--- config.mk ---
export PLATFORM = sky130hd
export DESIGN_NAME = pt_walker
export DESIGN_NICKNAME = d
export VERILOG_FILES = /design/src/rtl/pt_walker_pkg.sv /design/src/rtl/ptw_field_split.sv /design/src/rtl/ptw_addr_form.sv /design/src/rtl/ptw_ctrl.sv /design/src/rtl/pt_walker.sv
export SDC_FILE = /design/constraint.sdc
export NUM_CORES = 1
export LEC_CHECK = 0
export CAP_MARGIN = 0
export CELL_PAD_IN_SITES_DETAIL_PLACEMENT = 1
export CELL_PAD_IN_SITES_GLOBAL_PLACEMENT = 2
export CORE_MARGIN = 3
export CORE_UTILIZATION = 28
export DETAILED_ROUTE_END_ITERATION = 10
export PLACE_DENSITY = 0.92
export SLEW_MARGIN = 20
export SYNTH_ARGS = -nofsm -noshare
export SYNTH_HDL_FRONTEND = slang
export SYNTH_SLANG_ARGS = --single-unit
--- constraint.sdc ---
create_clock -name clk -period 5.8 [get_ports clk]
set_input_delay 1.45 -clock clk [delete_from_list [all_inputs] [get_ports clk]]
set_output_delay 1.45 -clock clk [all_outputs]
set_load 0.01 [all_outputs]
--- src/rtl/pt_walker_pkg.sv ---
// Shared definitions for the two-level page table walker.
// Assumes 4-byte table entries with the valid flag in bit 0.
package pt_walker_pkg;

    // Walk sequencer states
    typedef enum logic [2:0] {
        WS_IDLE,
        WS_OUTER_REQ,
        WS_OUTER_WAIT,
        WS_INNER_REQ,
        WS_INNER_WAIT,
        WS_DONE
    } walk_state_e;

    // Fault codes reported with each response
    localparam logic [1:0] FAULT_NONE  = 2'd0;
    localparam logic [1:0] FAULT_OUTER = 2'd1;
    localparam logic [1:0] FAULT_INNER = 2'd2;

    // Entry layout and size
    localparam int unsigned PTE_VALID_BIT  = 0;
    localparam int unsigned PTE_BYTES_LOG2 = 2;

endpackage

--- src/rtl/ptw_field_split.sv ---
// Splits a logical address into its outer index, inner index and page offset.
// Assumes the outer index takes all bits above the inner index.
module ptw_field_split #(
    parameter int unsigned VA_W     = 32,
    parameter int unsigned OFF_W    = 10,
    parameter int unsigned IN_IDX_W = 10,
    localparam int unsigned OUT_IDX_W = VA_W - OFF_W - IN_IDX_W
) (
    input  logic [VA_W-1:0]      vaddr,
    output logic [OUT_IDX_W-1:0] outer_idx,
    output logic [IN_IDX_W-1:0]  inner_idx,
    output logic [OFF_W-1:0]     offset
);

    // Pure field extraction; no logic depth beyond wiring
    always_comb begin
        outer_idx = vaddr[VA_W-1 -: OUT_IDX_W];
        inner_idx = vaddr[OFF_W +: IN_IDX_W];
        offset    = vaddr[OFF_W-1:0];
    end

endmodule

--- src/rtl/ptw_addr_form.sv ---
// Forms the table read addresses and the final physical address from the
// walk registers. Assumes tables are aligned to their own size.
module ptw_addr_form
    import pt_walker_pkg::*;
#(
    parameter int unsigned AW        = 32,
    parameter int unsigned PA_W      = 32,
    parameter int unsigned OFF_W     = 10,
    parameter int unsigned IN_IDX_W  = 10,
    parameter int unsigned OUT_IDX_W = 12,
    parameter int unsigned TBL_LSB   = 12,
    parameter int unsigned TBL_W     = 20,
    parameter int unsigned FRAME_W   = 22
) (
    input  logic [AW-1:0]        base_q,
    input  logic [TBL_W-1:0]     tbl_q,
    input  logic [FRAME_W-1:0]   frame_q,
    input  logic [OUT_IDX_W-1:0] outer_idx,
    input  logic [IN_IDX_W-1:0]  inner_idx,
    input  logic [OFF_W-1:0]     offset,
    input  logic                 use_inner,
    input  logic [1:0]           fault,
    output logic [AW-1:0]        mem_addr,
    output logic [PA_W-1:0]      paddr
);

    logic [AW-1:0] outer_addr;
    logic [AW-1:0] inner_base;
    logic [AW-1:0] inner_addr;

    // Entry addresses: table base plus index scaled by the entry size
    always_comb begin
        outer_addr = base_q + (AW'(outer_idx) << PTE_BYTES_LOG2);
        inner_base = AW'({tbl_q, {TBL_LSB{1'b0}}});
        inner_addr = inner_base + (AW'(inner_idx) << PTE_BYTES_LOG2);
        mem_addr   = use_inner ? inner_addr : outer_addr;
    end

    // Physical address: frame number above the untouched offset, zero on fault
    always_comb begin
        paddr = (fault == FAULT_NONE) ? PA_W'({frame_q, offset}) : '0;
    end

endmodule

--- src/rtl/ptw_ctrl.sv ---
// Sequences one walk: accept, outer read, optional inner read, respond.
// Assumes the memory returns data no earlier than the cycle after a read
// is accepted, and at most one response per read.
module ptw_ctrl
    import pt_walker_pkg::*;
#(
    parameter int unsigned VA_W    = 32,
    parameter int unsigned AW      = 32,
    parameter int unsigned PTE_W   = 32,
    parameter int unsigned TBL_LSB = 12,
    parameter int unsigned FRAME_W = 22,
    localparam int unsigned TBL_W     = PTE_W - TBL_LSB,
    localparam int unsigned FRAME_LSB = PTE_W - FRAME_W,
    localparam int unsigned LOW_SPARE = (FRAME_LSB < TBL_LSB) ? FRAME_LSB : TBL_LSB
) (
    input  logic               clk,
    input  logic               rst_n,
    input  logic               req_valid,
    input  logic [VA_W-1:0]    req_vaddr,
    input  logic [AW-1:0]      table_base,
    input  logic               mem_req_ready,
    input  logic               mem_rsp_valid,
    input  logic [PTE_W-1:0]   mem_rsp_data,
    output logic               req_ready,
    output logic               mem_req_valid,
    output logic               mem_req_inner,
    output logic               resp_valid,
    output logic [1:0]         resp_fault,
    output logic [VA_W-1:0]    vaddr_q,
    output logic [AW-1:0]      base_q,
    output logic [TBL_W-1:0]   tbl_q,
    output logic [FRAME_W-1:0] frame_q
);

    walk_state_e state_q;
    walk_state_e state_d;
    logic [1:0]  fault_q;
    logic        entry_ok;
    logic        unused_pte_bits;

    assign entry_ok        = mem_rsp_data[PTE_VALID_BIT];
    assign unused_pte_bits = ^mem_rsp_data[LOW_SPARE-1:1];

    // Next-state choice for the walk sequencer
    always_comb begin
        state_d = state_q;
        unique case (state_q)
            WS_IDLE:       if (req_valid)     state_d = WS_OUTER_REQ;
            WS_OUTER_REQ:  if (mem_req_ready) state_d = WS_OUTER_WAIT;
            WS_OUTER_WAIT: if (mem_rsp_valid) state_d = entry_ok ? WS_INNER_REQ : WS_DONE;
            WS_INNER_REQ:  if (mem_req_ready) state_d = WS_INNER_WAIT;
            WS_INNER_WAIT: if (mem_rsp_valid) state_d = WS_DONE;
            WS_DONE:                          state_d = WS_IDLE;
            default:                          state_d = WS_IDLE;
        endcase
    end

    // State register with synchronous active-low reset
    always_ff @(posedge clk) begin
        if (!rst_n) state_q <= WS_IDLE;
        else        state_q <= state_d;
    end

    // Capture request, table entries and fault code as the walk advances
    always_ff @(posedge clk) begin
        if (!rst_n) begin
            vaddr_q <= '0;
            base_q  <= '0;
            tbl_q   <= '0;
            frame_q <= '0;
            fault_q <= FAULT_NONE;
        end else begin
            if (state_q == WS_IDLE && req_valid) begin
                vaddr_q <= req_vaddr;
                base_q  <= table_base;
                fault_q <= FAULT_NONE;
            end
            if (state_q == WS_OUTER_WAIT && mem_rsp_valid) begin
                tbl_q <= mem_rsp_data[PTE_W-1:TBL_LSB];
                if (!entry_ok) fault_q <= FAULT_OUTER;
            end
            if (state_q == WS_INNER_WAIT && mem_rsp_valid) begin
                frame_q <= mem_rsp_data[PTE_W-1 -: FRAME_W];
                if (!entry_ok) fault_q <= FAULT_INNER;
            end
        end
    end

    // Handshake outputs decoded from the state
    always_comb begin
        req_ready     = (state_q == WS_IDLE);
        mem_req_valid = (state_q == WS_OUTER_REQ) || (state_q == WS_INNER_REQ);
        mem_req_inner = (state_q == WS_INNER_REQ);
        resp_valid    = (state_q == WS_DONE);
        resp_fault    = fault_q;
    end

endmodule

--- src/rtl/pt_walker.sv ---
// Top of the two-level page table walker. One walk at a time; the table
// base is sampled with the request. Entries are PTE_W bits with bit 0 valid.
module pt_walker #(
    parameter int unsigned VA_W     = 32,
    parameter int unsigned PA_W     = 32,
    parameter int unsigned PTE_W    = 32,
    parameter int unsigned OFF_W    = 10,
    parameter int unsigned IN_IDX_W = 10
) (
    input  logic             clk,
    input  logic             rst_n,
    input  logic             req_valid,
    output logic             req_ready,
    input  logic [VA_W-1:0]  req_vaddr,
    input  logic [PA_W-1:0]  table_base,
    output logic             resp_valid,
    output logic [1:0]       resp_fault,
    output logic [PA_W-1:0]  resp_paddr,
    output logic             mem_req_valid,
    input  logic             mem_req_ready,
    output logic [PA_W-1:0]  mem_req_addr,
    input  logic             mem_rsp_valid,
    input  logic [PTE_W-1:0] mem_rsp_data
);

    localparam int unsigned OUT_IDX_W = VA_W - OFF_W - IN_IDX_W;
    localparam int unsigned FRAME_W   = PA_W - OFF_W;
    localparam int unsigned TBL_LSB   = IN_IDX_W + pt_walker_pkg::PTE_BYTES_LOG2;
    localparam int unsigned TBL_W     = PTE_W - TBL_LSB;

    logic [VA_W-1:0]      vaddr_q;
    logic [PA_W-1:0]      base_q;
    logic [TBL_W-1:0]     tbl_q;
    logic [FRAME_W-1:0]   frame_q;
    logic                 mem_req_inner;
    logic [OUT_IDX_W-1:0] outer_idx;
    logic [IN_IDX_W-1:0]  inner_idx;
    logic [OFF_W-1:0]     offset;

    ptw_ctrl #(
        .VA_W    (VA_W),
        .AW      (PA_W),
        .PTE_W   (PTE_W),
        .TBL_LSB (TBL_LSB),
        .FRAME_W (FRAME_W)
    ) u_ctrl (
        .clk           (clk),
        .rst_n         (rst_n),
        .req_valid     (req_valid),
        .req_vaddr     (req_vaddr),
        .table_base    (table_base),
        .mem_req_ready (mem_req_ready),
        .mem_rsp_valid (mem_rsp_valid),
        .mem_rsp_data  (mem_rsp_data),
        .req_ready     (req_ready),
        .mem_req_valid (mem_req_valid),
        .mem_req_inner (mem_req_inner),
        .resp_valid    (resp_valid),
        .resp_fault    (resp_fault),
        .vaddr_q       (vaddr_q),
        .base_q        (base_q),
        .tbl_q         (tbl_q),
        .frame_q       (frame_q)
    );

    ptw_field_split #(
        .VA_W     (VA_W),
        .OFF_W    (OFF_W),
        .IN_IDX_W (IN_IDX_W)
    ) u_split (
        .vaddr     (vaddr_q),
        .outer_idx (outer_idx),
        .inner_idx (inner_idx),
        .offset    (offset)
    );

    ptw_addr_form #(
        .AW        (PA_W),
        .PA_W      (PA_W),
        .OFF_W     (OFF_W),
        .IN_IDX_W  (IN_IDX_W),
        .OUT_IDX_W (OUT_IDX_W),
        .TBL_LSB   (TBL_LSB),
        .TBL_W     (TBL_W),
        .FRAME_W   (FRAME_W)
    ) u_addr (
        .base_q    (base_q),
        .tbl_q     (tbl_q),
        .frame_q   (frame_q),
        .outer_idx (outer_idx),
        .inner_idx (inner_idx),
        .offset    (offset),
        .use_inner (mem_req_inner),
        .fault     (resp_fault),
        .mem_addr  (mem_req_addr),
        .paddr     (resp_paddr)
    );

endmodule

==> impl_results.md <==
- Status: finished, final reports clean
- DRC: 0
- PwrDens: roughly 240 mW/mm^2
- CTS Sinks: 111
- WS Path Type: flop to output port
- Design area: 0.00782 mm^2
- Pleak: approximately 2.8 nW
- Number of synthesized flops with an enable pin: 0
- Ys async rst share: 0%
- CTS Buf Count: 9
- R2R depth: 5
- GRT Resource Usage Total: approximately 16%
- Post-CTS Setup Bufs: 0
- Crit path max fanout: 9
- Placed insts: ~1,100
- Slew HR: 35.6%
- Critical path endpoint: mem_req_addr[16]
- Via-to-Cell Ratio: roughly 4.8
- First-pass GRT wire length: around 29 mm
- Die ar.: 0.0221 mm^2
- Nets: ~980
- Mapped cell area: ~0.0057 mm^2
- Final hold violations: 0
- Max-cap violations: 0
- Initial Util: between 20% and 30%
- CTS H-Tree Depth: 3
- Met3 Wirelength: ~1.1 mm
- Die W: between 100 and 150 um
- Setup crit end kind: output port
- Crit path from: u_ctrl.base_q[2]$_SDFFE_PN0P_
- Tot Pwr: ~0.0019 W
- Vias in the first global route: between 5,000 and 6,000
- Share of cells above drive strength 1: 4.58%
- Critical-path top delay cell: clkdlybuf4s50_1
- Synth Warn #: 0
- Post-route ant nets: 0
- Core area: around 0.020 mm^2
- 1st-iter DRT viols: 143
- FP Rows: between 50 and 60
- Arrival @ worst endpoint: between 3000 and 4000 ps
- CTS max path bufs: 2
- WL final: 18.6 mm
- Placed Area: between 0.007 and 0.008 mm^2
- Synth Flop Type: dfxtp_1
- Final core utilization: 39.6%
- Post-CTS Hold Buffers: 0
- CTS tree: yes
- Dpl hpwl: around 14 mm
- Fin crit period: approximately 5000 ps
- Register bit total from synthesis: between 100 and 150
- Clock Root Buffer: clkbuf_16
- Worst Setup Start Kind: flop
- Worst Tran Pin Value: just under 1000 ps
- Delay of the slowest critical-path stage: 580 ps
- Register area share after synthesis: 38.9%
- Reg2Reg Launch Point: u_ctrl.state_q[2]$_SDFFE_PN0P_
- Largest net degree at the start of global routing: 72
- Via count: around 5,400
- Mapped Cells: ~740
- Die Span Y: ~150 um
- Post-synth cell types: between 40 and 50
- Synthesized Nets: about 860
- Post-detailed-route wirelength per cell: between 15 and 20 um
- Worst Hold Class: flop to flop
- Pre-antenna DRT Iters: 4
- Worst reg2reg endpoint: u_ctrl.vaddr_q[17]$_SDFFE_PN0P_
- Count leader, synth: nand2_1
- DR top layer: met5
- Final period utilization: 88.1%
- Max-slew violations: 0
- Syn Area/Cell: 7.70 um^2
- Antenna cells: 0
- Largest cells by area after synthesis: dfxtp_1 39%, nand2_1 17%, a21boi_0 14%
- Setup violations, final: 0
- RSZ-0062 raised after global routing: no
- Achievable Freq: approximately 0.20 GHz
- Initial antenna violation count: 2
- Final Non-Filler Cells: about 1,100
- Worst R2R Setup Slack: between 3000 and 4000 ps
- Worst skew pair latency: ~360 ps
- I/O pins: between 150 and 200
- Multi-input combinational cell area: 0.00331 mm^2
- Yosys top cell area share: between 30% and 40%
- CP cell instances: ha_1 -> fa_1 -> a21o_1 -> a311o_2 -> a311oi_4 -> nor3_1 -> xnor2_1 -> o21ai_1 -> clkdlybuf4s50_1
- Synthesis-to-finish area growth: 36.9%
- Fin Clk Skew: approximately 12 ps
- WL met1: roughly 8.6 mm
- FILL cells: about 2,400
- Worst vdd ir: 0.000137 V
- PostCTS Resize Cnt: 0
- Reg clk slew, reported paths: 90 ps
- Gr ovfl total: 0
- Met2 routed WL: just under 9 mm
- Setup total negative slack: 0 ps
- Commonest cells in the synthesized netlist: 252 x nand2_1, 111 x dfxtp_1, 107 x a21boi_0
- Routability cong.: 0.780
- Synth area leader: dfxtp_1
- Area occupied by registers: 0.00222 mm^2
- IO buf count: 160
- Req. time, crit path: approximately 4400 ps
metrics by stage:
stage / setup slack, ps / hold slack, ps
global placement: 1110 / 447
floorplan: 1960 / 439
finish: 690 / 462
global route: 517 / 487
detailed placement: 1070 / 454
CTS: 657 / 466
cells by family after synthesis:
group	share of synthesized area, %
buf+inv	3.59
flops	38.9
xor+xnor	2.61
compound gates	23.1
mux	1.07
fa+ha+maj	2.98
simple gates	27.7
layer usage:
layer | track usage [%] | vias to the layer above
li1 | - | 2737
met1 | 21.0 | 2534
met2 | 27.4 | 125
met3 | 4.80 | 20
met4 | 4.12 | 4
met5 | 0 | -
placed cells by master, fill, tap and decap left out, types with 3 or more instances in the layout:
cell type        Yosys  routed
or3_1                5       5
a21boi_0           107     107
clkdlybuf4s50_1      0     159
inv_1                3       3
inv_6                0       4
o21a_1               4       4
nor3_1              11      10
o21ai_1              9       9
xnor2_1             10      10
ha_1                12      12
nand2_1            252     251
and3_1               5       5
nand4_1              3       3
a31oi_1             10      10
o21ai_0             15      15
and2_1              42      41
nand3_1              9       9
nor2_1              21      19
buf_4                0       5
a21oi_1             13      13
xor2_1               7       7
nor2b_1              3       3
clkbuf_16            0       9
nor4b_1              5       5
a22oi_1              3       3
dfxtp_1            111     111
mux2i_1              5       5
critical path: cells and delay by family, from the launching register on:
family | cells | cell delay [ps]
compound gates | 4 | 1420
xor+xnor | 1 | 180
fa+ha+maj | 2 | 650
buf+inv | 1 | 580
flops | 1 | 320
simple gates | 1 | 160
cell type report:
type                            instances  share of cell area, %
Clock buffer                            9                   2.88
Tap cell                              265                   4.24
Clock inverter                          7                   1.09
Inverter                                3                  0.144
Timing Repair Buffer                  165                   20.9
Sequential cell                       111                   28.4
Multi-Input combinational cell        579                   42.3
flip-flops by register name, summed over array words and instances (netlist names):
register,flops
u_ctrl.base_q,32
u_ctrl.vaddr_q,32
u_ctrl.resp_fault,2
u_ctrl.state_q,3
u_ctrl.tbl_q,20
u_ctrl.frame_q,22
report_power, final:
| group | total (W) | switching (W) | internal (W) |
|---|---|---|---|
| combinational | 0.000362 | 0.000180 | 0.000182 |
| sequential | 0.000829 | 0.0000299 | 0.000799 |
| clock | 0.000664 | 0.000319 | 0.000346 |
worst min-delay path by stage:
stage | start | end | cells past startpoint
2_1_floorplan | u_ctrl.base_q[0]$_SDFFE_PN0P_ | u_ctrl.base_q[0]$_SDFFE_PN0P_ | 2
3_3_place_gp | u_ctrl.frame_q[21]$_SDFFE_PN0P_ | u_ctrl.frame_q[21]$_SDFFE_PN0P_ | 2
3_5_place_dp | u_ctrl.frame_q[10]$_SDFFE_PN0P_ | u_ctrl.frame_q[10]$_SDFFE_PN0P_ | 2
4_1_cts | u_ctrl.frame_q[10]$_SDFFE_PN0P_ | u_ctrl.frame_q[10]$_SDFFE_PN0P_ | 2
5_1_grt | u_ctrl.vaddr_q[2]$_SDFFE_PN0P_ | u_ctrl.vaddr_q[2]$_SDFFE_PN0P_ | 2
6_report | u_ctrl.frame_q[10]$_SDFFE_PN0P_ | u_ctrl.frame_q[10]$_SDFFE_PN0P_ | 2
Note: power is estimated with default switching activity, not from simulation.
